`config.mk`:
```
export PLATFORM = sky130hd
export DESIGN_NAME = mop_dispatch_split
export DESIGN_NICKNAME = d
export VERILOG_FILES = /design/src/rtl/mds_pkg.sv /design/src/rtl/mds_slot_split.sv /design/src/rtl/mds_lane_pack.sv /design/src/rtl/mds_credit_gate.sv /design/src/rtl/mop_dispatch_split.sv
export SDC_FILE = /design/constraint.sdc
export NUM_CORES = 1
export LEC_CHECK = 0
export ABC_AREA = 1
export BUFFER_PORTS_ARGS = -buffer_cell sky130_fd_sc_hd__buf_2
export CORE_UTILIZATION = 30
export DETAILED_ROUTE_END_ITERATION = 10
export PLACE_DENSITY = 0.5
export SYNTH_ARGS = -nofsm -noshare
export SYNTH_HDL_FRONTEND = slang
export SYNTH_HIERARCHICAL = 1
export SYNTH_SLANG_ARGS = --single-unit
```
`constraint.sdc`:
```
create_clock -name clk -period 13 [get_ports clk]
set_input_delay 1.3 -clock clk [delete_from_list [all_inputs] [get_ports clk]]
set_output_delay 1.3 -clock clk [all_outputs]
set_load 0.05 [all_outputs]
```
`src/rtl/mds_pkg.sv`:
```
package mds_pkg;
  localparam int SLOTS     = 2;
  localparam int KIND_W    = 3;
  localparam int AGE_W     = 6;
  localparam int PAY_W     = 16;
  localparam int ALU_DEPTH = 20;
  localparam int AGU_DEPTH = 12;

  localparam int KB_ALU = 0;
  localparam int KB_LD  = 1;
  localparam int KB_ST  = 2;

  localparam int ALU_UW    = AGE_W + PAY_W;
  localparam int AGU_UW    = 1 + AGE_W + PAY_W;
  localparam int ALU_LANES = SLOTS;
  localparam int AGU_LANES = 2 * SLOTS;
  localparam int ALU_CW    = $clog2(ALU_DEPTH + 1);
  localparam int AGU_CW    = $clog2(AGU_DEPTH + 1);
  localparam int ALU_NW    = $clog2(ALU_LANES + 1);
  localparam int AGU_NW    = $clog2(AGU_LANES + 1);
endpackage

```
`src/rtl/mds_slot_split.sv`:
```
module mds_slot_split
  import mds_pkg::*;
(
  input  logic              valid,
  input  logic [KIND_W-1:0] kind,
  input  logic [AGE_W-1:0]  age,
  input  logic [PAY_W-1:0]  payload,
  output logic              alu_v,
  output logic [ALU_UW-1:0] alu_d,
  output logic              ld_v,
  output logic [AGU_UW-1:0] ld_d,
  output logic              st_v,
  output logic [AGU_UW-1:0] st_d
);
  // each kind bit selects one micro-op; R9: age and payload pass through
  always_comb begin
    alu_v = valid & kind[KB_ALU];
    ld_v  = valid & kind[KB_LD];
    st_v  = valid & kind[KB_ST];
    alu_d = {age, payload};
    ld_d  = {1'b0, age, payload};
    st_d  = {1'b1, age, payload};
  end
endmodule

```
`src/rtl/mds_lane_pack.sv`:
```
module mds_lane_pack #(
  parameter int N  = 2,
  parameter int W  = 8,
  parameter int CW = 2
) (
  input  logic [N-1:0]   src_v,
  input  logic [N*W-1:0] src_d,
  output logic [N-1:0]   dst_v,
  output logic [N*W-1:0] dst_d,
  output logic [CW-1:0]  cnt
);
  // sources arrive oldest first; compact them onto the lowest lanes
  always_comb begin
    int pos;
    pos   = 0;
    dst_v = '0;
    dst_d = '0;
    for (int i = 0; i < N; i++) begin
      if (src_v[i]) begin
        dst_v[pos]         = 1'b1;
        dst_d[pos*W +: W]  = src_d[i*W +: W];
        pos                = pos + 1;
      end
    end
    cnt = CW'(pos);
  end
endmodule

```
`src/rtl/mds_credit_gate.sv`:
```
module mds_credit_gate #(
  parameter int LANES = 2,
  parameter int CW    = 5,
  parameter int NW    = 2
) (
  input  logic [CW-1:0]    free_cnt,
  input  logic [LANES-1:0] pend_en,
  input  logic [NW-1:0]    need,
  output logic             fits
);
  logic [CW-1:0] pend;
  logic [CW-1:0] room;

  // writes still on the output lanes are not yet in the reported count
  always_comb begin
    pend = '0;
    for (int i = 0; i < LANES; i++) pend = pend + CW'(pend_en[i]);
    room = (free_cnt > pend) ? (free_cnt - pend) : '0;
    fits = (CW'(need) <= room);
  end
endmodule

```
`src/rtl/mop_dispatch_split.sv`:
```
module mop_dispatch_split
  import mds_pkg::*;
(
  input  logic                        clk,
  input  logic                        rst_n,
  input  logic [SLOTS-1:0]            in_valid,
  input  logic [SLOTS*KIND_W-1:0]     in_kind,
  input  logic [SLOTS*AGE_W-1:0]      in_age,
  input  logic [SLOTS*PAY_W-1:0]      in_payload,
  input  logic [ALU_CW-1:0]           alu_free,
  input  logic [AGU_CW-1:0]           agu_free,
  output logic                        in_ready,
  output logic [ALU_LANES-1:0]        alu_wr_en,
  output logic [ALU_LANES*ALU_UW-1:0] alu_wr_data,
  output logic [AGU_LANES-1:0]        agu_wr_en,
  output logic [AGU_LANES*AGU_UW-1:0] agu_wr_data
);
  logic [ALU_LANES-1:0]        alu_src_v;
  logic [ALU_LANES*ALU_UW-1:0] alu_src_d;
  logic [AGU_LANES-1:0]        agu_src_v;
  logic [AGU_LANES*AGU_UW-1:0] agu_src_d;

  for (genvar s = 0; s < SLOTS; s++) begin : g_slot
    mds_slot_split i_split (
      .valid   (in_valid[s]),
      .kind    (in_kind[s*KIND_W +: KIND_W]),
      .age     (in_age[s*AGE_W +: AGE_W]),
      .payload (in_payload[s*PAY_W +: PAY_W]),
      .alu_v   (alu_src_v[s]),
      .alu_d   (alu_src_d[s*ALU_UW +: ALU_UW]),
      .ld_v    (agu_src_v[2*s]),
      .ld_d    (agu_src_d[(2*s)*AGU_UW +: AGU_UW]),
      .st_v    (agu_src_v[2*s+1]),
      .st_d    (agu_src_d[(2*s+1)*AGU_UW +: AGU_UW])
    );
  end

  logic [ALU_LANES-1:0]        alu_pk_v;
  logic [ALU_LANES*ALU_UW-1:0] alu_pk_d;
  logic [ALU_NW-1:0]           alu_need;
  logic [AGU_LANES-1:0]        agu_pk_v;
  logic [AGU_LANES*AGU_UW-1:0] agu_pk_d;
  logic [AGU_NW-1:0]           agu_need;

  mds_lane_pack #(.N(ALU_LANES), .W(ALU_UW), .CW(ALU_NW)) i_alu_pack (
    .src_v (alu_src_v), .src_d (alu_src_d),
    .dst_v (alu_pk_v),  .dst_d (alu_pk_d), .cnt (alu_need)
  );

  mds_lane_pack #(.N(AGU_LANES), .W(AGU_UW), .CW(AGU_NW)) i_agu_pack (
    .src_v (agu_src_v), .src_d (agu_src_d),
    .dst_v (agu_pk_v),  .dst_d (agu_pk_d), .cnt (agu_need)
  );

  logic alu_fits, agu_fits;

  mds_credit_gate #(.LANES(ALU_LANES), .CW(ALU_CW), .NW(ALU_NW)) i_alu_gate (
    .free_cnt (alu_free), .pend_en (alu_wr_en), .need (alu_need), .fits (alu_fits)
  );

  mds_credit_gate #(.LANES(AGU_LANES), .CW(AGU_CW), .NW(AGU_NW)) i_agu_gate (
    .free_cnt (agu_free), .pend_en (agu_wr_en), .need (agu_need), .fits (agu_fits)
  );

  // the group moves as a whole or not at all
  logic accept;
  logic [ALU_LANES-1:0] alu_en_d;
  logic [AGU_LANES-1:0] agu_en_d;

  always_comb begin
    in_ready = alu_fits & agu_fits;
    accept   = in_ready & (|in_valid);
    alu_en_d = accept ? alu_pk_v : '0;
    agu_en_d = accept ? agu_pk_v : '0;
  end

  always_ff @(posedge clk or negedge rst_n) begin
    if (!rst_n) begin
      alu_wr_en <= '0;
      agu_wr_en <= '0;
    end else begin
      alu_wr_en <= alu_en_d;
      agu_wr_en <= agu_en_d;
    end
  end

  always_ff @(posedge clk or negedge rst_n) begin
    if (!rst_n) begin
      alu_wr_data <= '0;
      agu_wr_data <= '0;
    end else if (accept) begin
      alu_wr_data <= alu_pk_d;
      agu_wr_data <= agu_pk_d;
    end
  end

  p_stall_no_write_r4: assert property (@(posedge clk) disable iff (!rst_n)
    ((|in_valid) && !in_ready) |=> (alu_wr_en == '0 && agu_wr_en == '0));

  p_alu_room_r5: assert property (@(posedge clk) disable iff (!rst_n)
    (|alu_wr_en) |-> ($countones(alu_wr_en) <= int'($past(alu_free))));

  p_agu_room_r5: assert property (@(posedge clk) disable iff (!rst_n)
    (|agu_wr_en) |-> ($countones(agu_wr_en) <= int'($past(agu_free))));

  p_alu_packed_r6: assert property (@(posedge clk) disable iff (!rst_n)
    ((alu_wr_en & (alu_wr_en + 1'b1)) == '0));

  p_agu_packed_r6: assert property (@(posedge clk) disable iff (!rst_n)
    ((agu_wr_en & (agu_wr_en + 1'b1)) == '0));

  p_idle_r8: assert property (@(posedge clk) disable iff (!rst_n)
    (in_valid == '0) |=> (alu_wr_en == '0 && agu_wr_en == '0));

  p_agu_bound_r2: assert property (@(posedge clk) disable iff (!rst_n)
    $countones(agu_wr_en) <= 2 * $countones($past(in_valid)));
endmodule

```
==> out/metrics.yaml <==
timing:
  report.final.slew_viol_count: 0
  max_freq_mhz: 120.1
  finalCritPeriodShare_pct: 64.06
  tns_ns: 0
  rsz0062_at_grt: "false"
  worst_pin_slew_ns: 1.204
  hold_violations: 0
  period_minus_slack_ns: 8.327
  finalSetupViolCount: 0
  slew_headroom_pct: 18.90
  fin_skew_ns: 0.01518
setup_path:
  crit_slowest_cell: "inv_1"
  reg2reg_slack_ns: 7.93
  crit_required_ns: 13.42
  r2r-start: "agu_wr_en[0]$_DFF_PN0_"
  worstSetupEndpoint: "agu_wr_data[13]$_DFFE_PN0P_"
  path_delay_family: "buffers and inverters"
  worst_setup_path_end_kind: "register"
  critPathMaxStageDelay_ns: 0.66
  cp_data_arrival_time_ns: 8.74
  worst-path-stages: 27
  reg2reg_depth: 22
  worstPathMaxFanout: 72
  cp-startpoint: "in_valid[0]"
  r2r_end: "agu_wr_data[20]$_DFFE_PN0P_"
  critical_path_class: "input port to register"
  start_kind: "input port"
  cp_num_buf_inv: 11
  cpMostUsedCell: "inv_1"
floorplan:
  ios: 206
  start_util_pct: 30.54
  die_x_um: 222.7
  core_mm2: 0.04785
  die_area_mm2: 0.04959
  num_rows: 80
  die_h_um: 222.7
global_route:
  gr-total-overflow: 0
  grt_pass1_vias: 15114
  gr-usage-met3_pct: 4.430
  use_met2_pct: 44.69
  grt_max_degree: 95
  antenna_found_initial: 4
  grt_usage_pct: 28.73
  met1_usage_pct: 38.58
  grt_most_used_layer: "met2"
  grt_pass1_wl_um: 104200
clocking:
  postCtsResizedCells: 0
  clk_pin_slew_ns: 0.07
  cts_setup_buffers: 0
  cts_hold_repair.buffers: 0
  clock_sinks: 142
  cts_made_buffers: 17
  cts_root_buf: "clkbuf_16"
  cts_tree: "built"
  clk_path_buf_depth: 2
  clk_latency_ns: 0.48
  cts-htree-levels: 4
synthesis:
  ys_ff_latch: 142
  yosys-top-cells-area: "dfrtp_1 24%, nand2_1 19%, nand3_1 12%"
  syn_area_mm2: 0.01461
  synth_top_flop_cell: "dfrtp_1"
  syn_avg_cell_area_um2: 6.285
  ys_types: 62
  syn-num-nets: 2431
  synthArstFlopShare_pct: 100.0
  yosys_warnings: 6
  ys_seq_area_share_pct: 24.32
  synth.most_common_cell: "nand2_1"
  syn_inst: 2325
  synth_common_cells: "745 x nand2_1, 350 x nand3_1, 174 x inv_1"
  synth_edf_count: 0
  yosysTopAreaCell: "dfrtp_1"
  synth_top_area_share_pct: 24.32
status:
  status: "finished, final reports clean"
pwr:
  powerDensity_mw_per_mm2: 151.9
  max-vdd-ir-drop_v: 0.0001063
  cellLeakagePower_uw: 0.008294
  power_uw: 2334
route:
  postRouteAntennaNets: 0
  drcViolationCount: 0
  wl_per_cell_um: 24.50
  drt-initial-drc-count: 1933
  totalWireLength_um: 71720
  viasPerCell: 5.460
  first_pass_iters: 8
  vias: 15982
final_layout:
  area_growth_pct: 5.129
  drive_gt1_share_pct: 15.58
  instances_no_fill: 2927
  seq_area_mm2: 0.003553
  nFillCells: 5427
  multi_input_area_mm2: 0.008478
  fin_nets: 2404
placement:
  io_buffers: 205
  hpwl_um: 54020
  routabilityCongestion: 1.043
  dpl.cell_count: 2894
job:
  drv_cap: 0
hold_path:
  hp-class: "register to register"
[metrics by stage]
stage                     hold slack [ns]  area, um^2  util [%]  setup slack, ns
after floorplan                    0.7501       14610         -            5.710
after global placement             0.4507       14780     30.89            4.200
after detailed placement           0.4532       14780     30.89            4.394
after CTS                          0.4697       15360     32.10            4.890
after global routing               0.4779       15360     32.10            4.276
final                              0.4653       15360     32.11            4.673
[sequential cells by signal, indices dropped and copies added (netlist names)]
signal and count:
agu_wr_data 92, alu_wr_en 2, alu_wr_data 44, agu_wr_en 4
[metal layers]
layer	part of all wire, %	wire (um)
met1	43	30850
met4	4.7	3339
met2	45	32260
met5	0	0
met3	7.4	5277
[worst min-delay path by stage]
| stage | startpoint | slack [ns] | depth (start not counted) | to |
|---|---|---|---|---|
| global placement | agu_wr_data[29]$_DFFE_PN0P_ | 0.45 | 2 | agu_wr_data[29]$_DFFE_PN0P_ |
| global route | alu_wr_data[35]$_DFFE_PN0P_ | 0.48 | 2 | alu_wr_data[35]$_DFFE_PN0P_ |
| detailed placement | alu_wr_data[9]$_DFFE_PN0P_ | 0.45 | 2 | alu_wr_data[9]$_DFFE_PN0P_ |
| CTS | alu_wr_data[9]$_DFFE_PN0P_ | 0.47 | 2 | alu_wr_data[9]$_DFFE_PN0P_ |
| floorplan | agu_wr_data[10]$_DFFE_PN0P_ | 0.75 | 2 | agu_wr_data[10]$_DFFE_PN0P_ |
| finish | agu_wr_data[58]$_DFFE_PN0P_ | 0.47 | 2 | agu_wr_data[58]$_DFFE_PN0P_ |
[worst register-to-register path, cell delays in order (launching register included)]
cell	delay [ns]
dfrtp_1	0.40
fa_1	0.50
ha_1	0.20
ha_1	0.31
fa_1	0.39
inv_1	0.07
nand2_1	0.06
nand2_1	0.07
nand2_2	0.06
nand2_1	0.08
nand3_1	0.07
ha_1	0.31
a21oi_1	0.15
nand2_1	0.06
nand2_1	0.06
nor2_1	0.05
nand2_1	0.05
nand2_1	0.08
inv_4	0.40
nand2_4	0.68
buf_4	0.64
nand2_1	0.22
nand2_1	0.06
[cell families (layout without fill, tap and decap cells)]
| logic type | after synthesis | in the layout | share of synthesized area (%) |
|---|---|---|---|
| XOR/XNOR | 2 | 2 | 0.1713 |
| buffers and inverters | 477 | 463 | 17.74 |
| other | 4 | 5 | 0.1027 |
| adder cells (fa/ha/maj) | 43 | 43 | 4.093 |
| AND/OR/NAND/NOR | 1305 | 1305 | 38.92 |
| flip-flops | 142 | 142 | 24.32 |
| AO/OA/AOI/OAI | 348 | 348 | 14.38 |
| multiplexers | 4 | 4 | 0.2740 |
[final cells by class]
class	instances	share of cell area (%)
inverters	200	4.903
well taps	615	5.009
multi-input cells	1706	55.19
clock buffers	20	3.038
repair buffers	231	7.991
diodes	1	0.01629
clock inverters	12	0.7168
flip-flops and latches	142	23.13
[cells in the final DEF (no fill, tap or decap), drive strengths merged, types with 9 or more instances in the layout]
cell / netlist / layout
nor2: 147 / 147
nand4: 12 / 12
a221oi: 14 / 14
o22ai: 9 / 9
inv: 196 / 198
nand2: 761 / 761
a21oi: 82 / 82
o21ai: 160 / 160
buf: 239 / 231
clkbuf: 38 / 20
clkinv: 4 / 9
dfrtp: 142 / 142
o211ai: 18 / 18
nand3: 363 / 363
a31oi: 10 / 10
ha: 35 / 35
a22oi: 16 / 16
[power breakdown]
part	switching (uW)	internal, uW	leakage [uW]	total (uW)
registers	47.2	516	0.00193	563
logic	1020	254	0.00609	1280
clock network	216	278	0.000275	494
total	1290	1050	0.00829	2330
No activity file was read; power rests on OpenSTA's default activity.
